File: config.mk
export PLATFORM = sky130hd
export DESIGN_NAME = rtc_alarm_counter
export DESIGN_NICKNAME = d
export VERILOG_FILES = /design/src/rtl/rtc_pkg.sv /design/src/rtl/rtc_bus_fsm.sv /design/src/rtl/rtc_prescaler.sv /design/src/rtl/rtc_count_core.sv /design/src/rtl/rtc_alarm_counter.sv
export SDC_FILE = /design/constraint.sdc
export NUM_CORES = 1
export LEC_CHECK = 0
export CAP_MARGIN = 0
export CORE_MARGIN = 3
export CORE_UTILIZATION = 55
export DETAILED_ROUTE_END_ITERATION = 7
export HOLD_SLACK_MARGIN = 0.08
export PLACE_DENSITY = 0.79
export SYNTH_ARGS = -nofsm -noshare
export SYNTH_HDL_FRONTEND = slang
export SYNTH_HIERARCHICAL = 1
export SYNTH_SLANG_ARGS = --single-unit
export TNS_END_PERCENT = 50
File: constraint.sdc
create_clock -name clk -period 8.7 [get_ports clk]
set_input_delay 0.87 -clock clk [delete_from_list [all_inputs] [get_ports clk]]
set_output_delay 0.87 -clock clk [all_outputs]
set_load 0.02 [all_outputs]
File: src/rtl/rtc_pkg.sv
package rtc_pkg;
    localparam int REG_IDX_W = 3;

    // Word indices of the register file; byte offset = index * 4.
    localparam logic [REG_IDX_W-1:0] RG_COUNT = 3'd0;
    localparam logic [REG_IDX_W-1:0] RG_MATCH = 3'd1;
    localparam logic [REG_IDX_W-1:0] RG_LOAD  = 3'd2;
    localparam logic [REG_IDX_W-1:0] RG_CTRL  = 3'd3;
    localparam logic [REG_IDX_W-1:0] RG_MASK  = 3'd4;
    localparam logic [REG_IDX_W-1:0] RG_RAW   = 3'd5;
    localparam logic [REG_IDX_W-1:0] RG_MIS   = 3'd6;
    localparam logic [REG_IDX_W-1:0] RG_CLR   = 3'd7;
    localparam int NUM_REGS = 1 << REG_IDX_W;

    typedef enum logic [1:0] {
        BUS_IDLE   = 2'd0,
        BUS_SETUP  = 2'd1,
        BUS_ACCESS = 2'd2
    } bus_state_e;

    typedef enum logic {
        CNT_HALT = 1'b0,
        CNT_RUN  = 1'b1
    } cnt_state_e;
endpackage

File: src/rtl/rtc_bus_fsm.sv
module rtc_bus_fsm
    import rtc_pkg::*;
(
    input  logic clk,
    input  logic rst_n,
    input  logic sel,
    input  logic enable,
    input  logic write,
    output logic wr_commit
);
    bus_state_e state_q;
    bus_state_e state_d;

    // State register
    always_ff @(posedge clk) begin
        if (!rst_n) begin
            state_q <= BUS_IDLE;
        end else begin
            state_q <= state_d;
        end
    end

    // Transitions
    always_comb begin
        state_d = state_q;
        unique case (state_q)
            BUS_IDLE: begin
                if (sel && !enable) state_d = BUS_SETUP;
            end
            BUS_SETUP: begin
                if (!sel)        state_d = BUS_IDLE;
                else if (enable) state_d = BUS_ACCESS;
            end
            BUS_ACCESS: begin
                if (sel && !enable) state_d = BUS_SETUP;
                else                state_d = BUS_IDLE;
            end
            default: state_d = BUS_IDLE;
        endcase
    end

    // Outputs: one write strobe per transfer, on the commit transition
    always_comb begin
        wr_commit = 1'b0;
        unique case (state_q)
            BUS_SETUP:  wr_commit = sel && enable && write;
            BUS_IDLE,
            BUS_ACCESS: wr_commit = 1'b0;
            default:    wr_commit = 1'b0;
        endcase
    end
endmodule

File: src/rtl/rtc_prescaler.sv
module rtc_prescaler
    import rtc_pkg::*;
#(
    parameter int PRESCALE = 32768
) (
    input  logic clk,
    input  logic rst_n,
    input  logic ref_tick,
    input  logic ctrl_we,
    input  logic ctrl_bit,
    output logic en_q,
    output logic sec_tick
);
    localparam int PRE_W = (PRESCALE > 1) ? $clog2(PRESCALE) : 1;
    localparam logic [PRE_W-1:0] PRE_LAST = PRE_W'(PRESCALE - 1);

    cnt_state_e       state_q;
    cnt_state_e       state_d;
    logic [PRE_W-1:0] pre_q;
    logic             at_last;

    // State register: the run state is the control enable bit
    always_ff @(posedge clk) begin
        if (!rst_n) begin
            state_q <= CNT_HALT;
        end else begin
            state_q <= state_d;
        end
    end

    always_comb begin
        state_d = state_q;
        unique case (state_q)
            CNT_HALT: if (ctrl_we && ctrl_bit)  state_d = CNT_RUN;
            CNT_RUN:  if (ctrl_we && !ctrl_bit) state_d = CNT_HALT;
            default:  state_d = CNT_HALT;
        endcase
    end

    // Outputs
    always_comb begin
        at_last  = (pre_q == PRE_LAST);
        en_q     = (state_q == CNT_RUN);
        sec_tick = en_q && ref_tick && at_last;
    end

    // Reference-pulse divider, held at zero while halted
    always_ff @(posedge clk) begin
        if (!rst_n) begin
            pre_q <= '0;
        end else begin
            unique case (state_q)
                CNT_HALT: pre_q <= '0;
                CNT_RUN: begin
                    if (ref_tick) pre_q <= at_last ? '0 : pre_q + 1'b1;
                end
                default: pre_q <= '0;
            endcase
        end
    end
endmodule

File: src/rtl/rtc_count_core.sv
module rtc_count_core #(
    parameter int DATA_W = 32
) (
    input  logic              clk,
    input  logic              rst_n,
    input  logic              sec_tick,
    input  logic              load_we,
    input  logic              clr_we,
    input  logic [DATA_W-1:0] wdata,
    input  logic [DATA_W-1:0] match_q,
    output logic [DATA_W-1:0] count_q,
    output logic              raw_q,
    output logic              alarm_hit
);
    logic [DATA_W-1:0] count_inc;
    logic              clr_req;

    always_comb begin
        count_inc = count_q + 1'b1;
        alarm_hit = sec_tick && !load_we && (count_inc == match_q);
        clr_req   = clr_we && wdata[0];
    end

    // Count: a load takes precedence over a second tick
    always_ff @(posedge clk) begin
        if (!rst_n) begin
            count_q <= '0;
        end else if (load_we) begin
            count_q <= wdata;
        end else if (sec_tick) begin
            count_q <= count_inc;
        end
    end

    // Raw alarm flag: a set beats a clear in the same cycle
    always_ff @(posedge clk) begin
        if (!rst_n) begin
            raw_q <= 1'b0;
        end else if (alarm_hit) begin
            raw_q <= 1'b1;
        end else if (clr_req) begin
            raw_q <= 1'b0;
        end
    end
endmodule

File: src/rtl/rtc_alarm_counter.sv
module rtc_alarm_counter
    import rtc_pkg::*;
#(
    parameter int DATA_W   = 32,
    parameter int PRESCALE = 32768
) (
    input  logic                 clk,
    input  logic                 rst_n,
    input  logic                 ref_tick,
    input  logic                 sel,
    input  logic                 enable,
    input  logic                 write,
    input  logic [REG_IDX_W-1:0] addr,
    input  logic [DATA_W-1:0]    wdata,
    output logic [DATA_W-1:0]    rdata,
    output logic                 irq
);
    logic                wr_commit;
    logic [NUM_REGS-1:0] reg_we;
    logic                load_we;
    logic                clr_we;
    logic                ctrl_we;
    logic                en_q;
    logic                sec_tick;
    logic [DATA_W-1:0]   count_q;
    logic [DATA_W-1:0]   match_q;
    logic                mask_q;
    logic                raw_q;
    logic                masked;
    logic                alarm_hit;
    logic [DATA_W-1:0]   rd_mux;

    rtc_bus_fsm u_bus (
        .clk       (clk),
        .rst_n     (rst_n),
        .sel       (sel),
        .enable    (enable),
        .write     (write),
        .wr_commit (wr_commit)
    );

    // One write strobe per word index
    for (genvar g = 0; g < NUM_REGS; g++) begin : g_we
        assign reg_we[g] = wr_commit && (addr == REG_IDX_W'(g));
    end

    assign load_we = reg_we[RG_LOAD];
    assign clr_we  = reg_we[RG_CLR];
    assign ctrl_we = reg_we[RG_CTRL];

    rtc_prescaler #(.PRESCALE(PRESCALE)) u_pre (
        .clk      (clk),
        .rst_n    (rst_n),
        .ref_tick (ref_tick),
        .ctrl_we  (ctrl_we),
        .ctrl_bit (wdata[0]),
        .en_q     (en_q),
        .sec_tick (sec_tick)
    );

    rtc_count_core #(.DATA_W(DATA_W)) u_core (
        .clk       (clk),
        .rst_n     (rst_n),
        .sec_tick  (sec_tick),
        .load_we   (load_we),
        .clr_we    (clr_we),
        .wdata     (wdata),
        .match_q   (match_q),
        .count_q   (count_q),
        .raw_q     (raw_q),
        .alarm_hit (alarm_hit)
    );

    // Match and mask registers
    always_ff @(posedge clk) begin
        if (!rst_n) begin
            match_q <= '0;
            mask_q  <= 1'b0;
        end else begin
            if (reg_we[RG_MATCH]) match_q <= wdata;
            if (reg_we[RG_MASK])  mask_q  <= wdata[0];
        end
    end

    assign masked = raw_q && mask_q;
    assign irq    = masked;

    // Read multiplexer
    always_comb begin
        rd_mux = '0;
        unique case (addr)
            RG_COUNT: rd_mux = count_q;
            RG_MATCH: rd_mux = match_q;
            RG_CTRL:  rd_mux = {{(DATA_W-1){1'b0}}, en_q};
            RG_MASK:  rd_mux = {{(DATA_W-1){1'b0}}, mask_q};
            RG_RAW:   rd_mux = {{(DATA_W-1){1'b0}}, raw_q};
            RG_MIS:   rd_mux = {{(DATA_W-1){1'b0}}, masked};
            RG_LOAD,
            RG_CLR:   rd_mux = '0;
            default:  rd_mux = '0;
        endcase
    end

    assign rdata = sel ? rd_mux : '0;
endmodule

==> run metrics <==
classification of the worst setup path input pin to primary output; Total Routing Usage GR 0.2739; remaining routing DRC violations 0; total CTS buffers 9; max_slew headroom 0.2915; power share of the clock group 0.400; final routed wirelength across all metal layers 15.43 mm; number of setup buffers added after CTS 0; Fin. Hold Viols 0; Final Skew 0.01081 ns; maximum clock path buffer count 2; fraction of power consumed by sequential logic 0.534; Worst-Skew Late Latency 0.38 ns; Worst Path Max Fanout 31; arrival time reported for the critical path endpoint 3.18 ns; die area 11530 sq um; total number of nets in the final design 811; H-tree depth 3; most common library cell in the layout ignoring fill and taps sky130_fd_sc_hd__nand2_1; via count of the first global-routing pass 5301; setup repair after global routing missed its margin no; clk slew on worst S/H paths 0.08 ns; max_cap viols 0; power share of the combinational group 0.066; die height 107.4 microns; count of antenna-violating nets left after detailed routing 0; horizontal die dimension 107.4 microns; Vias/cell 6.166; portion of the clock cycle consumed by the worst path in the final layout 0.4657; Syn Nets 771; initial standard-cell utilization of the core 0.5732; layout cells sized above 1 0.05821; area of the core 9864 sq um; required time at the endpoint of the critical path 7.83 ns; number of hold buffers added after cts 0; root buffer cell sky130_fd_sc_hd__clkbuf_8; sinks on the clock net 84; Cell Rows 36; signed area change from the synthesized netlist to the final layout 15.82%; count of port buffers added during placement 73; TritonRoute pass-1 iters 5; WL/cell 17.03 microns; estimated wirelength of the detail-placed design 10.69 mm; antenna violations before repair 0; average cell area after synthesis 7.767 sq um; global route overflow 0; cell leakage power 2.176 nW; Final Max Tran Viols 0; most frequent cells in the layout sky130_fd_sc_hd__nand2_1, sky130_fd_sc_hd__dfxtp_1, sky130_fd_sc_hd__clkdlybuf4s50_1; sum of negative setup slack 0 ns; result of the run complete, no violations; design internal power 0.5471 mW; number of inserted diodes 0; number of inserted filler cells in the final layout 857; global placer's final weighted congestion 0.9549; CTS tree done; area of the mapped netlist 5654 sq um; net switching share of the total power 0.2425; largest net degree at the start of global routing 81; Final Critical Period 4.052 ns; transition time at the pin with the least slew margin 1.062 ns; final core area utilization 0.6639; fmax 0.2468 GHz; global-route wire length before repair 25.65 mm; kind of end point of the critical path primary output; post-cts resize count 0; instance count of the mapped netlist 728; via count 5586; count of routing violations after the opening detailed-route iteration 399; startpoint type of the worst setup path input pin; number of failing setup endpoints in the final timing report 0; net load switching power 0.1752 mW; worst vdd rail ir drop 95.34 uV; I/O pin cnt 74; Power Dens Cells 110.3 nW/um^2; Hold WC Path Type flip-flop to flip-flop; warnings from Yosys 6
path summary, 6_finish.rpt:
path                                  startpoint                to  slack [ns]  cells after the start
worst max-delay path                     addr[2]          rdata[1]        4.65                      6
worst min-delay path            u_bus/state_q[0]  u_bus/state_q[0]        0.46                      1
worst max register to register    u_pre/pre_q[0]      u_core/raw_q        4.87                     13
worst min register to register  u_bus/state_q[0]  u_bus/state_q[0]        0.46                      1
worst max-delay path, stage by stage:
cell and delay (ns):
sky130_fd_sc_hd__clkdlybuf4s50_1 0.69, sky130_fd_sc_hd__nor3_4 0.28, sky130_fd_sc_hd__buf_4 0.38, sky130_fd_sc_hd__a22oi_1 0.17
sky130_fd_sc_hd__nor2b_1 0.17, sky130_fd_sc_hd__clkdlybuf4s50_1 0.62
through the flow:
step	hold slack, ns	worst slack [ns]	cells	power [mW]	instance area, sq um
2_1_floorplan	0.4136	5.455	728	0.4148	5654
3_3_place_gp	0.4269	4.722	890	0.4416	6347
3_5_place_dp	0.4360	4.567	890	0.4424	6347
4_1_cts	0.4534	4.657	906	0.7308	6549
5_1_grt	0.4779	4.508	906	0.7534	6549
6_report	0.4607	4.648	906	0.7223	6549
metal layers:
| metal | vias up | GRT usage | wire length (microns) |
|---|---|---|---|
| li1 | 2702 | - | - |
| met1 | 2608 | 0.3451 | 6648 |
| met2 | 232 | 0.4455 | 7163 |
| met3 | 44 | 0.07079 | 1176 |
| met4 | 0 | 0.1127 | 438 |
| met5 | - | 0 | 0 |
layout make-up:
type | instances | area [sq um] | area share
Timing Repair Buffer | 82 | 793.3 | 0.1211
Inverter | 11 | 41.29 | 0.006305
Multi-Input combinational cell | 580 | 3665 | 0.5596
Clock inverter | 6 | 63.81 | 0.009744
Sequential cell | 84 | 1682 | 0.2568
Clock buffer | 10 | 137.6 | 0.02102
Tap cell | 133 | 166.4 | 0.02541
power by group through the flow:
stage | sequential, mW | combinational [mW] | clock, mW
2_1_floorplan | 0.394 | 0.0204 | 0
3_3_place_gp | 0.395 | 0.0468 | 0
3_5_place_dp | 0.395 | 0.0476 | 0
4_1_cts | 0.386 | 0.0476 | 0.297
5_1_grt | 0.386 | 0.0513 | 0.316
6_report | 0.386 | 0.0479 | 0.289
registers in the layout, indices dropped and copies added, names as in the netlist, named ones only:
name            count
mask_q              1
u_core/count_q     32
u_core/raw_q        1
u_pre/pre_q        15
match_q            32
u_bus/state_q       2
No activity file was read; power rests on OpenSTA's default activity.
